===== src/rtl/dtmr_pkg.sv =====
package dtmr_pkg;

   // Width of the stored control/status word
   localparam int CTL_W = 11;

   // Control/status bit positions (software-visible layout)
   localparam int B_CAPMODE = 0;
   localparam int B_DOWN    = 1;
   localparam int B_GENOUT  = 2;
   localparam int B_CAPTRIG = 3;
   localparam int B_RELOAD  = 4;
   localparam int B_HOLD    = 5;
   localparam int B_IEN     = 6;
   localparam int B_RUN     = 7;
   localparam int B_FLAG    = 8;
   localparam int B_PWM     = 9;
   localparam int B_ALLGO   = 10;

   // Register slot within one timer's 16-byte window
   typedef enum logic [1:0] {
      SEL_CTL  = 2'd0,
      SEL_LOAD = 2'd1,
      SEL_CNT  = 2'd2,
      SEL_NONE = 2'd3
   } reg_sel_e;

endpackage


===== src/rtl/dtmr_channel.sv =====
module dtmr_channel
   import dtmr_pkg::*;
#(
   parameter int DATA_W = 32
) (
   input  logic              clk,
   input  logic              rst_n,
   input  logic              wr_ctl,
   input  logic              wr_load,
   input  logic              all_go,
   input  logic [DATA_W-1:0] wdata,
   output logic [DATA_W-1:0] ctl_o,
   output logic [DATA_W-1:0] load_o,
   output logic [DATA_W-1:0] cnt_o,
   output logic              req_o,
   output logic              run_o
);

   localparam int PAD_W = DATA_W - CTL_W;

   logic [CTL_W-1:0]  ctl_q, ctl_n;
   logic [DATA_W-1:0] load_q;
   logic [DATA_W-1:0] cnt_q, cnt_n;
   logic [DATA_W-1:0] tc_w;
   logic              spent_q, spent_n;
   logic              hold_w, run_w, down_w, reload_w;
   logic              at_tc, step, evt;

   assign hold_w   = ctl_q[B_HOLD];
   assign run_w    = ctl_q[B_RUN];
   assign down_w   = ctl_q[B_DOWN];
   assign reload_w = ctl_q[B_RELOAD];

   // Terminal count depends on direction
   assign tc_w  = down_w ? '0 : '1;
   assign at_tc = (cnt_q == tc_w);
   assign step  = run_w && !hold_w && !spent_q;
   assign evt   = step && at_tc;

   // Control word next state: flag is write-one-to-clear, event wins
   always_comb begin
      ctl_n = ctl_q;
      if (wr_ctl) begin
         ctl_n         = wdata[CTL_W-1:0];
         ctl_n[B_FLAG] = ctl_q[B_FLAG] && !wdata[B_FLAG];
      end
      ctl_n[B_ALLGO] = 1'b0;
      if (all_go) begin
         ctl_n[B_RUN] = 1'b1;
      end
      if (evt) begin
         ctl_n[B_FLAG] = 1'b1;
      end
   end

   // Counter next state
   always_comb begin
      cnt_n = cnt_q;
      if (hold_w) begin
         cnt_n = load_q;
      end else if (evt) begin
         cnt_n = reload_w ? load_q : cnt_q;
      end else if (step) begin
         cnt_n = down_w ? (cnt_q - DATA_W'(1)) : (cnt_q + DATA_W'(1));
      end
   end

   // One-shot lockout: set by a non-reloading event, released by hold
   always_comb begin
      spent_n = spent_q;
      if (hold_w) begin
         spent_n = 1'b0;
      end else if (evt && !reload_w) begin
         spent_n = 1'b1;
      end
   end

   always_ff @(posedge clk or negedge rst_n) begin
      if (!rst_n) begin
         ctl_q   <= '0;
         load_q  <= '0;
         cnt_q   <= '0;
         spent_q <= 1'b0;
      end else begin
         ctl_q   <= ctl_n;
         cnt_q   <= cnt_n;
         spent_q <= spent_n;
         if (wr_load) begin
            load_q <= wdata;
         end
      end
   end

   generate
      if (PAD_W > 0) begin : g_pad
         assign ctl_o = {{PAD_W{1'b0}}, ctl_q};
      end else begin : g_nopad
         assign ctl_o = ctl_q;
      end
   endgenerate

   assign load_o = load_q;
   assign cnt_o  = cnt_q;
   assign req_o  = ctl_q[B_FLAG] && ctl_q[B_IEN];
   assign run_o  = run_w;


   hold_load_chk: assert property (@(posedge clk) disable iff (!rst_n)
      hold_w |=> (cnt_q == $past(load_q)));


   down_step_chk: assert property (@(posedge clk) disable iff (!rst_n)
      (run_w && !hold_w && !spent_q && down_w && (cnt_q != '0))
      |=> (cnt_q == $past(cnt_q) - DATA_W'(1)));


   stop_keep_chk: assert property (@(posedge clk) disable iff (!rst_n)
      (!run_w && !hold_w) |=> $stable(cnt_q));


   no_refire_chk: assert property (@(posedge clk) disable iff (!rst_n)
      (spent_q && !hold_w) |=> ($stable(cnt_q) && !$rose(ctl_q[B_FLAG])));


   flag_src_chk: assert property (@(posedge clk) disable iff (!rst_n)
      $rose(ctl_q[B_FLAG]) |-> $past(run_w && !hold_w && at_tc));


   flag_ack_chk: assert property (@(posedge clk) disable iff (!rst_n)
      (wr_ctl && wdata[B_FLAG] && !(run_w && !hold_w && !spent_q && at_tc))
      |=> !ctl_q[B_FLAG]);

endmodule


===== src/rtl/dtmr_irq_merge.sv =====
module dtmr_irq_merge #(
   parameter int N       = 2,
   parameter bit IRQ_REG = 1'b0
) (
   input  logic         clk,
   input  logic         rst_n,
   input  logic [N-1:0] req,
   output logic         irq
);

   generate
      if (IRQ_REG) begin : g_reg
         logic irq_q;
         always_ff @(posedge clk or negedge rst_n) begin
            if (!rst_n) begin
               irq_q <= 1'b0;
            end else begin
               irq_q <= |req;
            end
         end
         assign irq = irq_q;
      end else begin : g_comb
         logic unused_clk;
         assign unused_clk = clk ^ rst_n;
         assign irq = |req;
      end
   endgenerate

endmodule


===== src/rtl/dual_timer.sv =====
module dual_timer
   import dtmr_pkg::*;
#(
   parameter int NUM_TIMERS = 2,
   parameter int DATA_W     = 32,
   parameter int ADDR_W     = 5,
   parameter bit IRQ_REG    = 1'b0
) (
   input  logic              clk,
   input  logic              rst_n,
   input  logic [ADDR_W-1:0] bus_addr,
   input  logic              bus_wr,
   input  logic [DATA_W-1:0] bus_wdata,
   output logic [DATA_W-1:0] bus_rdata,
   output logic              irq
);

   localparam int IDX_NEED = (NUM_TIMERS > 1) ? $clog2(NUM_TIMERS) : 1;
   localparam int IDX_W    = ADDR_W - 4;

   generate
      if (NUM_TIMERS < 1) begin : g_bad_num
         $error("dual_timer: NUM_TIMERS must be at least 1");
      end
      if (DATA_W < CTL_W) begin : g_bad_width
         $error("dual_timer: DATA_W too narrow for the control word");
      end
      if (IDX_W < IDX_NEED) begin : g_bad_addr
         $error("dual_timer: ADDR_W too small for NUM_TIMERS");
      end
   endgenerate

   logic [IDX_W-1:0]      idx;
   reg_sel_e              sel;
   logic                  aligned;
   logic [NUM_TIMERS-1:0] hit;
   logic [NUM_TIMERS-1:0] req_v;
   logic [NUM_TIMERS-1:0] run_v;
   logic [DATA_W-1:0]     ctl_v  [NUM_TIMERS];
   logic [DATA_W-1:0]     load_v [NUM_TIMERS];
   logic [DATA_W-1:0]     cnt_v  [NUM_TIMERS];
   logic                  all_go;

   assign idx     = bus_addr[ADDR_W-1:4];
   assign sel     = reg_sel_e'(bus_addr[3:2]);
   assign aligned = (bus_addr[1:0] == 2'b00);

   // Enable-all: a control write to any present timer with the go bit
   assign all_go = bus_wr && aligned && (sel == SEL_CTL) && (|hit)
                   && bus_wdata[B_ALLGO];

   generate
      for (genvar i = 0; i < NUM_TIMERS; i++) begin : g_tmr
         logic wr_ctl_i, wr_load_i;

         assign hit[i]    = aligned && (idx == IDX_W'(i));
         assign wr_ctl_i  = bus_wr && hit[i] && (sel == SEL_CTL);
         assign wr_load_i = bus_wr && hit[i] && (sel == SEL_LOAD);

         dtmr_channel #(
            .DATA_W (DATA_W)
         ) u_ch (
            .clk     (clk),
            .rst_n   (rst_n),
            .wr_ctl  (wr_ctl_i),
            .wr_load (wr_load_i),
            .all_go  (all_go),
            .wdata   (bus_wdata),
            .ctl_o   (ctl_v[i]),
            .load_o  (load_v[i]),
            .cnt_o   (cnt_v[i]),
            .req_o   (req_v[i]),
            .run_o   (run_v[i])
         );
      end
   endgenerate

   // Read mux
   always_comb begin
      bus_rdata = '0;
      for (int k = 0; k < NUM_TIMERS; k++) begin
         if (hit[k]) begin
            case (sel)
               SEL_CTL:  bus_rdata = ctl_v[k];
               SEL_LOAD: bus_rdata = load_v[k];
               SEL_CNT:  bus_rdata = cnt_v[k];
               default:  bus_rdata = '0;
            endcase
         end
      end
   end

   dtmr_irq_merge #(
      .N       (NUM_TIMERS),
      .IRQ_REG (IRQ_REG)
   ) u_irq (
      .clk   (clk),
      .rst_n (rst_n),
      .req   (req_v),
      .irq   (irq)
   );


   all_go_chk: assert property (@(posedge clk) disable iff (!rst_n)
      all_go |=> (&run_v));


   misalign_zero_chk: assert property (@(posedge clk) disable iff (!rst_n)
      !aligned |-> (bus_rdata == '0));

endmodule


===== config.mk =====
export PLATFORM = sky130hd
export DESIGN_NAME = dual_timer
export DESIGN_NICKNAME = d
export VERILOG_FILES = /design/src/rtl/dtmr_pkg.sv /design/src/rtl/dtmr_channel.sv /design/src/rtl/dtmr_irq_merge.sv /design/src/rtl/dual_timer.sv
export SDC_FILE = /design/constraint.sdc
export NUM_CORES = 1
export LEC_CHECK = 0
export BUFFER_PORTS_ARGS = -buffer_cell sky130_fd_sc_hd__buf_2
export CORE_MARGIN = 5
export CORE_UTILIZATION = 55
export DETAILED_ROUTE_END_ITERATION = 10
export GPL_TIMING_DRIVEN = 0
export PLACE_DENSITY = 0.74
export SYNTH_ARGS = -nofsm -noshare
export SYNTH_HDL_FRONTEND = slang
export SYNTH_SLANG_ARGS = --single-unit

===== constraint.sdc =====
create_clock -name clk -period 6.58 [get_ports clk]
set_input_delay 0.987 -clock clk [delete_from_list [all_inputs] [get_ports clk]]
set_output_delay 0.987 -clock clk [all_outputs]
set_load 0.01 [all_outputs]

==> summary.md <==
| Metric | Value |
|---|---|
| Post-CTS sizing | `0` |
| Sw frac | `0.441` |
| I/O Buffers | `71` |
| Worst skew pair latency | `between 400 and 500 ps` |
| Slowest-stage cell, CP | `clkbuf_1` |
| Routability cong. | `0.960` |
| Total power | `5.06 mW` |
| EDFF count, synth | `0` |
| Clock sink total | `150` |
| Die X | `150 um` |
| RSZ-0062 raised after global routing | `no` |
| Slew Limit Headroom | `0.238` |
| Maximum number of pins on one net before global-route repair | `97` |
| Ys async rst share | `1.00` |
| Yosys reg bits | `150` |
| VDD IR max | `0.000197 V` |
| Count of final hold-check violations | `0` |
| Critical Path RT | `5590 ps` |
| Arr. time, crit path | `a little under 3000 ps` |
| Maxcap violations | `0` |
| CTS tree | `yes` |
| Sequential Power Share | `0.313` |
| Worst-Margin Slew | `around 1100 ps` |
| Root buffer cell | `clkbuf_16` |
| Comb pwr share | `0.493` |
| CTS hold repair buffers | `0` |
| Status | `finished, final reports clean` |
| Syn Nets | `between 1000 and 1500` |
| Seq/Total Area, Yosys | `0.348` |
| Initial antenna violation count | `0` |
| Top_reg_cell synth | `dfrtp_1` |
| Top Ports | `73` |
| TritonRoute pass-1 iters | `5` |
| Fin crit period | `3880 ps` |
| Hold/Removal Path Class | `register to register` |
| Synth Instances | `1197` |
| Worst-path clk slew | `about 60 ps` |
| Crit start category | `input port` |
| Setup TNS | `0 ps` |
| Share of cells above drive strength 1 | `0.162` |
| First-pass GRT wire length | `50.0 mm` |
| Routed len/inst | `between 20 and 25 um` |
| Vias | `between 9000 and 10000` |
| Antenna Cells | `0` |
| Layout area overhead | `12.1%` |
| GRT Overall Usage | `0.283` |
| Initial core utilization | `0.556` |
| Period Utilization, post-route | `0.590` |
| Max-slew violation count | `0` |
| Post-synth cell types | `between 70 and 80` |
| Vert. Die Dim | `150 um` |
| Post-DR vias/cell | `6.18` |
| Cell internal pwr | `between 2 and 3 mW` |
| Post-Route WL | `31.5 mm` |
| Share of total power in the clock network | `0.194` |
| Nets@finish | `1390` |
| Htree depth | `4` |
| Worst Skew | `roughly 11 ps` |
| Total grt overflow | `0` |
| Syn avg cell area | `9.01 sq um` |
| Setup violators final | `0` |
| DRC | `0` |
| Crit. End Element | `output port` |
| Power Dens Cells | `419 mW/mm^2` |
| Fmax | `around 260 MHz` |
| Number of global-route vias before repair | `9179` |
| Postcts setup bufs | `0` |
| Critical path's most frequent cell | `clkbuf_1` |
| Switching power | `about 2.2 mW` |
| Max Buffers Root-to-Sink | `2` |
| Crit Path Category | `input port to output port` |
| Number of routed nets with antenna violations | `0` |
| Worst-path cell chain | `clkbuf_1, nor2b_1, clkbuf_1, clkbuf_1, a22oi_1, o22ai_1, buf_2` |
| DR iter-0 viols | `791` |
| Mapped Area | `between 0.01 and 0.015 sq mm` |
| Detail Placement HPWL | `around 24 mm` |
| Total CTS buffers | `17` |
| Worst path max stage delay | `around 460 ps` |
| Die footprint | `between 0.02 and 0.025 sq mm` |
| CP Max Fanout | `10` |
| Leakage Power | `5.54 nW` |
| Std-Cell Core Area | `between 0.015 and 0.02 sq mm` |
| Cell Rows | `between 50 and 60` |
| Syn. warnings | `0` |
[power groups by stage]
stage          combinational (mW)  sequential, mW  clock [mW]
3_5_place_dp                 2.45            1.58           0
6_report                     2.50            1.59       0.982
2_1_floorplan                1.94            1.43           0
5_1_grt                      2.80            1.62        1.02
3_3_place_gp                 2.39            1.57           0
4_1_cts                      2.47            1.57       0.982
[worst paths after layout]
check / start / endpoint / slack, ps / cells past startpoint
setup / recovery: bus_addr[2] / bus_rdata[31] / 2700 / 7
hold reg to reg: g_tmr[1].u_ch.ctl_q[2] / g_tmr[1].u_ch.ctl_q[2] / 510 / 1
max in group asynchronous: rst_n / g_tmr[0].u_ch.load_o[28] / 5180 / 2
setup reg to reg: g_tmr[0].u_ch.ctl_q[1] / g_tmr[0].u_ch.cnt_o[5] / 2770 / 11
min in group asynchronous: rst_n / g_tmr[0].u_ch.ctl_q[9] / 520 / 1
hold / removal: g_tmr[1].u_ch.ctl_q[2] / g_tmr[1].u_ch.ctl_q[2] / 510 / 1
[layout by cell type, fill, tap and decap left out, types with 9 or more instances in the layout]
cell,Yosys,layout
nand2_1,105,105
a21oi_1,100,100
xnor2_1,34,34
o22ai_1,23,23
nor2_1,89,89
xor2_1,12,12
clkbuf_1,65,66
buf_2,9,79
nand4_1,18,18
nor3_1,20,20
nor2b_1,10,10
ha_1,60,60
dfrtp_1,150,148
a22oi_1,53,53
nand3_1,19,19
a31oi_1,9,9
o21ai_0,86,86
mux2_2,81,81
mux2i_1,49,49
nand2b_1,10,10
a211oi_1,30,30
inv_1,15,15
clkbuf_16,0,17
a21o_1,37,37
[final cells by class]
cell class / count / area (sq um)
Fill cell: 1702 / 7310
Timing Repair Buffer: 72 / 389
Buffer: 79 / 312
Sequential cell: 150 / 3760
Clock inverter: 13 / 149
Clock buffer: 18 / 429
Tap cell: 265 / 332
Inverter: 15 / 56.3
Multi-Input combinational cell: 953 / 6660
[logic make-up (layout without fill, tap and decap cells)]
logic type | count (synthesis) | after routing | synth area share
AOI/OAI and AO/OA | 399 | 399 | 0.238
and+or+nand+nor | 316 | 316 | 0.139
DFF | 150 | 150 | 0.348
muxes | 130 | 130 | 0.130
buffers and inverters | 94 | 197 | 0.0341
adders and majority gates | 62 | 62 | 0.0733
xor gates and xnor gates | 46 | 46 | 0.0374
[metrics by stage]
step	hold WS (ps)	utilization	cells	worst slack, ps	cell area (sq um)
after floorplan	465	-	1197	3280	10800
after global placement	480	0.591	1533	2270	11500
after detailed placement	495	0.593	1534	2370	11500
after CTS	509	0.623	1565	2330	12100
after global routing	516	0.623	1565	2410	12100
final	507	0.623	1565	2700	12100
[critical path, delay by kind of cell]
family          cells  cell delay (ps)
compound gates      2              440
buf+inv             4             1230
simple gates        1              220
[synthesized netlist by cell type, drive strengths merged (3+ instances only)]
| master | n | area share |
|---|---|---|
| a31oi | 9 | 0.0052 |
| o22ai | 23 | 0.013 |
| mux2 | 81 | 0.085 |
| a211oi | 31 | 0.022 |
| a21oi | 102 | 0.048 |
| nor2b | 10 | 0.0058 |
| nand3 | 19 | 0.0088 |
| nor3 | 20 | 0.0093 |
| nor2 | 90 | 0.032 |
| o21a | 7 | 0.0049 |
| xor2 | 12 | 0.0097 |
| xnor2 | 34 | 0.028 |
| and3 | 7 | 0.0041 |
| or3b | 3 | 0.0027 |
| nor3b | 4 | 0.0028 |
| a31o | 4 | 0.0032 |
| buf | 14 | 0.0063 |
| o21bai | 7 | 0.0049 |
| inv | 15 | 0.0052 |
| nand3b | 4 | 0.0028 |
| ha | 60 | 0.070 |
| nand4 | 18 | 0.010 |
| mux2i | 49 | 0.045 |
| nand4b | 4 | 0.0032 |
| and2 | 7 | 0.0041 |
| nor4 | 5 | 0.0043 |
| a211o | 3 | 0.0024 |
| a22oi | 53 | 0.037 |
| or3 | 4 | 0.0023 |
| clkbuf | 65 | 0.023 |
| a2111oi | 3 | 0.0042 |
| dfrtp | 150 | 0.35 |
| o211ai | 8 | 0.0056 |
| nand2 | 105 | 0.037 |
| nand2b | 10 | 0.0058 |
| o21ai | 86 | 0.040 |
| a21o | 37 | 0.026 |
[sequential cells by signal (all words and copies together) (netlist names)]
name,flops
g_tmr.u_ch.load_o,64
g_tmr.u_ch.spent_q,2
g_tmr.u_ch.ctl_q,20
g_tmr.u_ch.cnt_o,64
[layer usage]
layer	part of all wire	wire length, um	track usage	vias up
li1	-	-	-	4651
met1	0.45	14100	0.390	4683
met2	0.47	14900	0.460	262
met3	0.045	1410	0.0366	71
met4	0.034	1060	0.0979	0
met5	0	0	0	-
Power figures use the tool's default switching activity.
